==> config.mk <==
export PLATFORM = sky130hd
export DESIGN_NAME = cap_pw_channel
export DESIGN_NICKNAME = d
export VERILOG_FILES = /design/src/rtl/cap_pkg.sv /design/src/rtl/cap_sync_edge.sv /design/src/rtl/cap_measure.sv /design/src/rtl/cap_irq_flag.sv /design/src/rtl/cap_pw_channel.sv
export SDC_FILE = /design/constraint.sdc
export NUM_CORES = 1
export LEC_CHECK = 0
export ABC_CLOCK_PERIOD_IN_PS = 5250
export BUFFER_PORTS_ARGS = -buffer_cell sky130_fd_sc_hd__buf_2
export CAP_MARGIN = 20
export CORE_MARGIN = 8
export CORE_UTILIZATION = 60
export CTS_CLUSTER_DIAMETER = 150
export CTS_CLUSTER_SIZE = 10
export DETAILED_ROUTE_END_ITERATION = 7
export PLACE_DENSITY = 0.85
export SYNTH_ARGS = -nofsm -noshare
export SYNTH_HDL_FRONTEND = slang
export SYNTH_SLANG_ARGS = --single-unit
==> constraint.sdc <==
create_clock -name clk -period 5.25 [get_ports clk]
set_input_delay 0 -clock clk [delete_from_list [all_inputs] [get_ports clk]]
set_output_delay 0 -clock clk [all_outputs]
set_load 0.1 [all_outputs]
==> src/rtl/cap_pkg.sv <==
// Shared encodings for the capture channel.
package cap_pkg;

    typedef enum logic [1:0] {
        ACT_PLAIN  = 2'd0,
        ACT_PERIOD = 2'd1,
        ACT_PULSE  = 2'd2,
        ACT_RSVD   = 2'd3
    } cap_action_e;

    typedef enum logic [1:0] {
        EDG_RISE = 2'd0,
        EDG_FALL = 2'd1,
        EDG_BOTH = 2'd2,
        EDG_NONE = 2'd3
    } cap_edge_e;

endpackage

==> src/rtl/cap_sync_edge.sv <==
// Synchronizer and edge detector.
// Brings an asynchronous level through STAGES flops and flags a rising or
// falling transition of the synchronized level for one clock.
// Assumes STAGES >= 2 and that the input is slow enough for a level change
// to last at least one clock.
module cap_sync_edge #(
    parameter int STAGES = 2
) (
    input  logic clk,
    input  logic rst_n,
    input  logic sig_i,
    output logic rise_o,
    output logic fall_o
);
    localparam int DEPTH = STAGES + 1;

    logic [DEPTH-1:0] shift_q;
    logic             level;
    logic             prev;

    // Shift the raw input through the synchronizer and one history flop.
    always_ff @(posedge clk) begin
        if (!rst_n) begin
            shift_q <= '0;
        end else begin
            shift_q <= {shift_q[DEPTH-2:0], sig_i};
        end
    end

    assign level  = shift_q[STAGES-1];
    assign prev   = shift_q[STAGES];
    assign rise_o = level & ~prev;
    assign fall_o = ~level & prev;


    rise_spacing_chk: assert property (@(posedge clk) disable iff (!rst_n)
        rise_o |=> !rise_o);

    fall_spacing_chk: assert property (@(posedge clk) disable iff (!rst_n)
        fall_o |=> !fall_o);

endmodule

==> src/rtl/cap_measure.sv <==
// Measurement engine.
// Turns detected edges into capture, period or pulse-width results against
// an external count. Reports each landed result through done_o in the
// same cycle as it is registered.
// Assumes configuration changes only while enable_i is low.
module cap_measure
    import cap_pkg::*;
#(
    parameter int CNT_W = 24
) (
    input  logic             clk,
    input  logic             rst_n,
    input  logic             enable_i,
    input  cap_action_e      action_i,
    input  cap_edge_e        edge_sel_i,
    input  logic             rise_i,
    input  logic             fall_i,
    input  logic [CNT_W-1:0] count_i,
    output logic [CNT_W-1:0] cap_val_o,
    output logic [CNT_W-1:0] pulse_val_o,
    output logic             done_o
);
    logic [CNT_W-1:0] cap_q;
    logic [CNT_W-1:0] pulse_q;
    logic [CNT_W-1:0] ref_q;
    logic             arm_q;
    logic [CNT_W-1:0] delta;
    logic             sel_edge;
    logic             start_edge;
    logic             end_edge;

    // Decode which detected edges matter for the current edge setting.
    always_comb begin
        sel_edge   = 1'b0;
        start_edge = 1'b0;
        end_edge   = 1'b0;
        case (edge_sel_i)
            EDG_RISE: begin
                sel_edge   = rise_i;
                start_edge = rise_i;
                end_edge   = fall_i;
            end
            EDG_FALL: begin
                sel_edge   = fall_i;
                start_edge = fall_i;
                end_edge   = rise_i;
            end
            EDG_BOTH: begin
                sel_edge   = rise_i | fall_i;
                start_edge = rise_i | fall_i;
                end_edge   = rise_i | fall_i;
            end
            default: ;
        endcase
    end

    assign delta = count_i - ref_q;

    // Decide whether a result lands on this clock.
    always_comb begin
        done_o = 1'b0;
        if (enable_i) begin
            case (action_i)
                ACT_PLAIN:  done_o = sel_edge;
                ACT_PERIOD: done_o = sel_edge & arm_q;
                ACT_PULSE:  done_o = end_edge & arm_q;
                default:    done_o = 1'b0;
            endcase
        end
    end

    // Update result registers, reference count and arming state.
    always_ff @(posedge clk) begin
        if (!rst_n) begin
            cap_q   <= '0;
            pulse_q <= '0;
            ref_q   <= '0;
            arm_q   <= 1'b0;
        end else if (!enable_i) begin
            arm_q <= 1'b0;
        end else begin
            case (action_i)
                ACT_PLAIN: begin
                    if (sel_edge) cap_q <= count_i;
                end
                ACT_PERIOD: begin
                    if (sel_edge) begin
                        if (arm_q) cap_q <= delta;
                        ref_q <= count_i;
                        arm_q <= 1'b1;
                    end
                end
                ACT_PULSE: begin
                    if (end_edge && arm_q) begin
                        pulse_q <= delta;
                        cap_q   <= count_i;
                        arm_q   <= 1'b0;
                    end
                    if (start_edge) begin
                        ref_q <= count_i;
                        arm_q <= 1'b1;
                    end
                end
                default: ;
            endcase
        end
    end

    assign cap_val_o   = cap_q;
    assign pulse_val_o = pulse_q;


    idle_hold_chk: assert property (@(posedge clk) disable iff (!rst_n)
        !enable_i |=> ($stable(cap_q) && $stable(pulse_q)));

    idle_disarm_chk: assert property (@(posedge clk) disable iff (!rst_n)
        !enable_i |=> !arm_q);

    armed_result_chk: assert property (@(posedge clk) disable iff (!rst_n)
        (done_o && action_i != ACT_PLAIN) |-> arm_q);

    period_arm_chk: assert property (@(posedge clk) disable iff (!rst_n)
        (enable_i && action_i == ACT_PERIOD && sel_edge) |=> arm_q);

endmodule

==> src/rtl/cap_irq_flag.sv <==
// Capture interrupt flag.
// Sets on every landed result; a clearing access drops it, a non-clearing
// access does not. A result on the same edge as a clear wins.
module cap_irq_flag (
    input  logic clk,
    input  logic rst_n,
    input  logic done_i,
    input  logic acc_clr_i,
    input  logic acc_keep_i,
    output logic irq_o
);
    logic flag_q;

    // Track the flag: set has priority over clear.
    always_ff @(posedge clk) begin
        if (!rst_n) begin
            flag_q <= 1'b0;
        end else if (done_i) begin
            flag_q <= 1'b1;
        end else if (acc_clr_i) begin
            flag_q <= 1'b0;
        end
    end

    assign irq_o = flag_q;


    set_on_result_chk: assert property (@(posedge clk) disable iff (!rst_n)
        done_i |=> irq_o);

    clear_on_access_chk: assert property (@(posedge clk) disable iff (!rst_n)
        (acc_clr_i && !done_i) |=> !irq_o);

    keep_on_alias_chk: assert property (@(posedge clk) disable iff (!rst_n)
        (irq_o && acc_keep_i && !acc_clr_i) |=> irq_o);

    set_beats_clear_chk: assert property (@(posedge clk) disable iff (!rst_n)
        (done_i && acc_clr_i) |=> irq_o);

endmodule

==> src/rtl/cap_pw_channel.sv <==
// Capture and pulse-width timer channel, top level.
// Synchronizes an external signal, detects its edges and records capture,
// period or pulse-width results against a count supplied from outside.
// Assumes count_i advances in the clk domain and configuration is changed
// only with enable_i low.
module cap_pw_channel
    import cap_pkg::*;
#(
    parameter int CNT_W       = 24,
    parameter int SYNC_STAGES = 2
) (
    input  logic             clk,
    input  logic             rst_n,
    input  logic [CNT_W-1:0] count_i,
    input  logic             sig_i,
    input  logic             enable_i,
    input  logic [1:0]       action_i,
    input  logic [1:0]       edge_sel_i,
    input  logic             acc_clr_i,
    input  logic             acc_keep_i,
    output logic [CNT_W-1:0] cap_val_o,
    output logic [CNT_W-1:0] pulse_val_o,
    output logic             irq_o
);
    logic rise;
    logic fall;
    logic done;

    cap_sync_edge #(
        .STAGES (SYNC_STAGES)
    ) u_sync (
        .clk    (clk),
        .rst_n  (rst_n),
        .sig_i  (sig_i),
        .rise_o (rise),
        .fall_o (fall)
    );

    cap_measure #(
        .CNT_W (CNT_W)
    ) u_meas (
        .clk         (clk),
        .rst_n       (rst_n),
        .enable_i    (enable_i),
        .action_i    (cap_action_e'(action_i)),
        .edge_sel_i  (cap_edge_e'(edge_sel_i)),
        .rise_i      (rise),
        .fall_i      (fall),
        .count_i     (count_i),
        .cap_val_o   (cap_val_o),
        .pulse_val_o (pulse_val_o),
        .done_o      (done)
    );

    cap_irq_flag u_flag (
        .clk        (clk),
        .rst_n      (rst_n),
        .done_i     (done),
        .acc_clr_i  (acc_clr_i),
        .acc_keep_i (acc_keep_i),
        .irq_o      (irq_o)
    );


    reset_clear_chk: assert property (@(posedge clk)
        !rst_n |=> (!irq_o && cap_val_o == '0 && pulse_val_o == '0));

endmodule

# [Word level (Yosys, flattened, before mapping)]
# Cells that the tools add are included.
[classes] addsub=1 n_eq_ne=9 mux=15 n_bitwise=7 reduce_logical=12
[ops] cell="2-to-1 mux 24 bit" count=4
[ops] cell="one-hot mux 24 bit (3 select lines)" count=1
[ops] cell="subtractor 24 bit" count=1
[ops] cell="one-hot mux 1 bit (3 select lines)" count=3
[ops] cell="AND reduction 3 bit" count=3
[ops] cell="inequality test 2 x 1 -> 1 bit (second input constant)" count=4
[ops] cell="2-to-1 mux 1 bit" count=6
[ops] cell="AND reduction 6 bit" count=1
[ops] cell="AND 1 bit" count=4
[ops] cell="equality test 2 x 1 -> 1 bit (second input constant)" count=2
[ops] cell="equality test 2 bit (second input constant)" count=2
[ops] cell="logical NOT 2 bit" count=2
[ops] cell="nonzero test 2 bit" count=2
[ops] cell="inequality test 3 x 1 -> 1 bit (second input constant)" count=1
[ops] cell="nonzero test 3 bit" count=1
[ops] cell="NOT 1 bit" count=2
[ops] cell="one-hot mux 1 bit (2 select lines)" count=1
[ops] cell="AND reduction 2 bit" count=1
[ops] cell="OR reduction 2 bit" count=1
[ops] cell="logical AND 1 bit" count=1
[ops] cell="bitwise OR 1 bit" count=1
[totals] regBits=77 inputBits=34 output_inout_bits=49

# [Depth between registers and ports, before layout]
[depth] depth_word=8 depth_mapped=12 depth_no_buf=12

# [Modules after synthesis]
# Synthesis repeated with hierarchy kept, for this count alone.
[hier_totals] cells_unflattened=592 area_unflattened_um2=4560.6
[by_module_without_submodules] mod="cap_measure" instances=1 cells_each=581 area_per_inst_um2=4428.0
[by_module_without_submodules] mod="cap_sync_edge" instances=1 cells_each=8 area_per_inst_um2=91.3
[by_module_without_submodules] mod="cap_irq_flag" instances=1 cells_each=3 area_per_inst_um2=41.3

# [Least setup slack after synthesis]
# Ideal clock, no wire load.
[synth_path] path_type="register to register" from="register u_meas.ref_q[0]" to="register u_meas.cap_q[18] (netlist: u_meas.cap_val_o[18])" setup_time_ns=0.086 t_arrival_ns=2.447 required_ns=5.164 setup_slack_ns=2.718 path_stages_with_launch=12 cell_sequence="dfxtp_1 > ha_1 > inv_1 > fa_1 > a21o_1 > a311oi_2 > o21ai_2 > and2_4 > a2111oi_2 > xnor2_1 > mux2i_1 > a211oi_1"
[synth_via] elab_chain_len=4
[synth_lines] element="from (decl)" line_no="cap_measure.sv:25" source="logic [CNT_W-1:0] ref_q;"
[synth_lines] element="from (signal assigned)" line_no="cap_measure.sv:89" source="ref_q <= count_i;"
[synth_lines] element="from (signal assigned)" line_no="cap_measure.sv:100" source="ref_q <= count_i;"
[synth_lines] element="subtractor 24 bit" line_no="cap_measure.sv:57" source="assign delta = count_i - ref_q;"
[synth_lines] element="2-to-1 mux 24 bit" line_no="cap_measure.sv:88" source="if (arm_q) cap_q <= delta;"
[synth_lines] element="2-to-1 mux 24 bit" line_no="cap_measure.sv:87" source="if (sel_edge) begin"
[synth_lines] element="one-hot mux 24 bit (3 select lines)" line_no="cap_measure.sv:82" source="case (action_i)"
[synth_lines] element="to (signal assigned)" line_no="cap_measure.sv:84" source="if (sel_edge) cap_q <= count_i;"
[synth_lines] element="to (signal assigned)" line_no="cap_measure.sv:88"
[synth_lines] element="to (signal assigned)" line_no="cap_measure.sv:96" source="cap_q <= count_i;"
[synth_lines] element="to (decl)" line_no="cap_measure.sv:23" source="logic [CNT_W-1:0] cap_q;"
# No other way between the ends. The select of a mux whose other input is x is not followed.
# A chain may end at the register's enable or synchronous reset.

# [Worst setup path after layout]
[layout_path] from="register u_sync.shift_q[1]" to="register u_meas.cap_q[2] (netlist: u_meas.cap_val_o[2])"
[layout_via] elab_chain_len=7
[layout_lines] element="from (decl)" line_no="cap_sync_edge.sv:17" source="logic [DEPTH-1:0] shift_q;"
[layout_lines] element="from (signal assigned)" line_no="cap_sync_edge.sv:26" source="shift_q <= {shift_q[DEPTH-2:0], sig_i};"
[layout_lines] element="NOT 1 bit" line_no="cap_sync_edge.sv:33" source="assign fall_o = ~level & prev;"
[layout_lines] element="AND 1 bit" line_no="cap_sync_edge.sv:33"
[layout_lines] element="bitwise OR 1 bit" line_no="cap_measure.sv:49, cap_measure.sv:51"
[layout_lines] element="one-hot mux 1 bit (3 select lines)" line_no="cap_measure.sv:37" source="case (edge_sel_i)"
[layout_lines] element="logical AND 1 bit" line_no="cap_measure.sv:94" source="if (end_edge && arm_q) begin"
[layout_lines] element="inequality test 2 x 1 -> 1 bit (no line)"
[layout_lines] element="AND reduction 6 bit (no line) (*)"
# Every way passes the cells marked *; elsewhere a longest branch is shown, timed or not.

==> flow_summary.ini <==
[status]
run_status = complete, no violations

[grt]
met3_usage_pct = 5.25
first_global_vias = 4061
antenna_found_initial = 0
grt-ovfl-total = 0
grtUsageTotal_pct = 22.2
grt-busiest-layer = met2
use_met1_pct = 26.1
grt_pass1_wl_mm = 18.6
grt_max_degree = 53
grt_use_met2_pct = 38.9

[clocking]
h-tree-depth = 3
clkLatencyLatePin_ns = 0.36
cts_tree = done
cts.path.max_buffers = 2
cts-root-buf = clkbuf_8
numCtsBuffers = 9
clk_pin_slew_worst_paths_ns = 0.08
cts.sinks = 77
post_cts_buffers = 0

[synthesis]
syn-mean-instance-area_sq_um = 7.91
synth_edf_count = 0
synth_top_area_share_pct = 34.7
yosysUniqueCellTypes = 56
synthTopCellsByArea = dfxtp_1, a21oi_1, nand2_1
synth_ff_type = dfxtp_1
synth.most_common_cell = nand2_1
syn-cell-area_sq_mm = 0.00444
yosysSeqAreaShare_pct = 34.7
synth.net_count = 626
synth_common_cells = nand2_1, a21oi_1, dfxtp_1
synth_seq_cells = 77
synth_top_cell_by_area = dfxtp_1
syn_inst = 562
ys.warnings.count = 0
async_flop_share_pct = 0

[timing]
skew_ns = 0.0113
finalSetupViolCount = 0
max_slew_margin_pct = 27.7
fin_tns_setup_ns = 0
worst_slack_ns = 2.17
finalCriticalPeriod_ns = 3.08
worst_slew_pin_slew_ns = 1.08
hold_viol = 0
max_freq_mhz = 325
grt_setup_unrepaired = no
period_share_pct = 58.7
maxSlewViolCount = 0

[worst_setup_path]
start_kind = register
worst_path_most_repeated_cell = nor2b_1
required_ns = 5.48
cp_slowest_stage_delay_ns = 0.78
endpoint_kind = register
worst_path_max_delay_cell = a221oi_4
crit_type = reg2reg
crit_chain = inv_1, ha_1, nor2b_1, nor2b_1, o21ai_0, nand2_1, a221oi_4, buf_4, mux2i_1, nor2_1
worst_ep_arrival_time_ns = 3.31
worst-path-max-fanout = 29

[power_and_ir_drop]
pwr-share-seq_pct = 41.9
p_per_area_mw_per_mm2 = 272
clock_power_share_pct = 33.5
intPower_uw = 980
leakagePower_uw = 0.00213
switching_share_pct = 32.8
vdd_drop_max_v = 0.000159
power_switching_uw = 479
comb_power_share_pct = 24.6

[layout]
layout.nets = 720
antenna_cells = 0
fill_cells = 558
drive_gt1_share_pct = 17.2
area_growth_pct = 20.6

[run]
max_cap_viol_count = 0

[place]
place.gp.congestion = 0.873
hpwl_mm = 7.96
post-place-ws_ns = 2.19
io_buffers = 81

[floorplanning]
rows = 31
die_y_um = 102
io_pins = 83
dieArea_sq_mm = 0.0104
die_w_um = 102
core_sq_mm = 0.00721
initial_core_util_pct = 61.6

[routing]
num_vias = 4242
routed_wl_mm = 11.5
wl_per_cell_um = 15.2
drcViolationCount = 0
via_per_inst = 5.58
initialDrtViolationCount = 207
ant_nets = 0
drtPass1Iterations = 5

[min_path]
hold_path.class = in2reg
==> path summary, 6_finish.rpt <==
path / from / end / slack (ns) / depth (start not counted)
worst min register to register: u_sync.shift_q[0] / u_sync.shift_q[1] / 0.44 / 1
worst max register to register: u_sync.shift_q[1] / u_meas.cap_val_o[2] / 2.17 / 10
worst min-delay path: rst_n / u_meas.cap_val_o[9] / 0.19 / 4
worst max-delay path: u_sync.shift_q[1] / u_meas.cap_val_o[2] / 2.17 / 10
==> per-stage QoR <==
step / hold slack (ns) / utilization [%] / total power (uW) / cells / instance area [sq um]
6_report: 0.189 / 74.3 / 1460 / 760 / 5360
5_1_grt: 0.206 / 74.3 / 1520 / 760 / 5360
4_1_cts: 0.171 / 74.1 / 1470 / 759 / 5340
3_5_place_dp: 0.210 / 67.3 / 964 / 716 / 4860
3_3_place_gp: 0.206 / 67.3 / 955 / 716 / 4860
2_1_floorplan: 0.127 / - / 896 / 562 / 4440
==> power by group through the flow <==
| stage | clock (uW) | sequential (uW) | combinational (uW) |
|---|---|---|---|
| 6_report | 489 | 611 | 359 |
| 5_1_grt | 521 | 613 | 387 |
| 4_1_cts | 499 | 611 | 358 |
| 3_5_place_dp | 0 | 624 | 339 |
| 3_3_place_gp | 0 | 623 | 332 |
| 2_1_floorplan | 0 | 726 | 170 |
==> logic make-up (layout without fill, tap and decap cells) <==
| family | Yosys count | count (layout) | synth area share [%] |
|---|---|---|---|
| and+or+nand+nor | 192 | 192 | 19.1 |
| AOI/OAI and AO/OA | 161 | 161 | 23.1 |
| DFF | 77 | 77 | 34.7 |
| buffers and inverters | 64 | 163 | 6.56 |
| adders and majority gates | 30 | 30 | 8.61 |
| xor gates and xnor gates | 22 | 22 | 4.34 |
| muxes | 16 | 16 | 3.60 |
==> metal layers <==
metal	vias to the layer above	part of all wire, %
li1	2130	-
met1	1990	44
met2	107	49
met3	15	6.0
met4	0	1.3
met5	-	0
==> final cells by class <==
| type | count | area (sq um) | area share (%) |
|---|---|---|---|
| multi-input cells | 421 | 2630 | 49.0 |
| flip-flops and latches | 77 | 1540 | 28.8 |
| repair buffers | 114 | 728 | 13.6 |
| clock buffers | 10 | 128 | 2.38 |
| inverters | 33 | 124 | 2.31 |
| well taps | 99 | 124 | 2.31 |
| clock inverters | 6 | 87.6 | 1.63 |
==> worst max-delay path: cells and delay by family (launching register included) <==
family,cells,cell delay [ns]
muxes,1,0.23
and+or+nand+nor,4,0.44
buffers and inverters,2,0.50
adders and majority gates,1,0.28
AOI/OAI and AO/OA,2,1.13
DFF,1,0.35
==> timing repair <==
action,in CTS,in global routing
resized for setup,0,0
endpoints found under the setup margin,0,0
hold buffers,27,0
endpoints found under the hold margin,37,0
==> state kept, by name, indices dropped and copies added (netlist names) <==
register and cells:
u_meas.ref_q 24, u_sync.shift_q 3, u_meas.cap_val_o 24, u_flag.irq_o 1, u_meas.pulse_val_o 24, u_meas.arm_q 1
==> cells in the final DEF (no fill, tap or decap), types with 4 or more instances in the layout <==
cell type | synthesis | routed
buf_4 | 4 | 5
o21ai_0 | 21 | 21
dfxtp_1 | 77 | 77
nor2b_1 | 5 | 5
mux2i_1 | 16 | 16
xnor2_1 | 17 | 17
buf_2 | 3 | 81
nand2_1 | 101 | 101
nor2_1 | 36 | 35
dlygate4sd3_1 | 0 | 27
ha_1 | 29 | 29
inv_1 | 32 | 32
a21o_1 | 7 | 7
a21oi_1 | 80 | 80
o22ai_1 | 4 | 4
a211oi_1 | 11 | 11
nor3_1 | 7 | 7
nand2b_1 | 8 | 8
clkbuf_8 | 1 | 9
xor2_1 | 5 | 5
o211ai_1 | 12 | 12
and2_1 | 4 | 4
nand3_1 | 14 | 14
nand4_1 | 4 | 4
No activity file was read; power rests on OpenSTA's default activity.
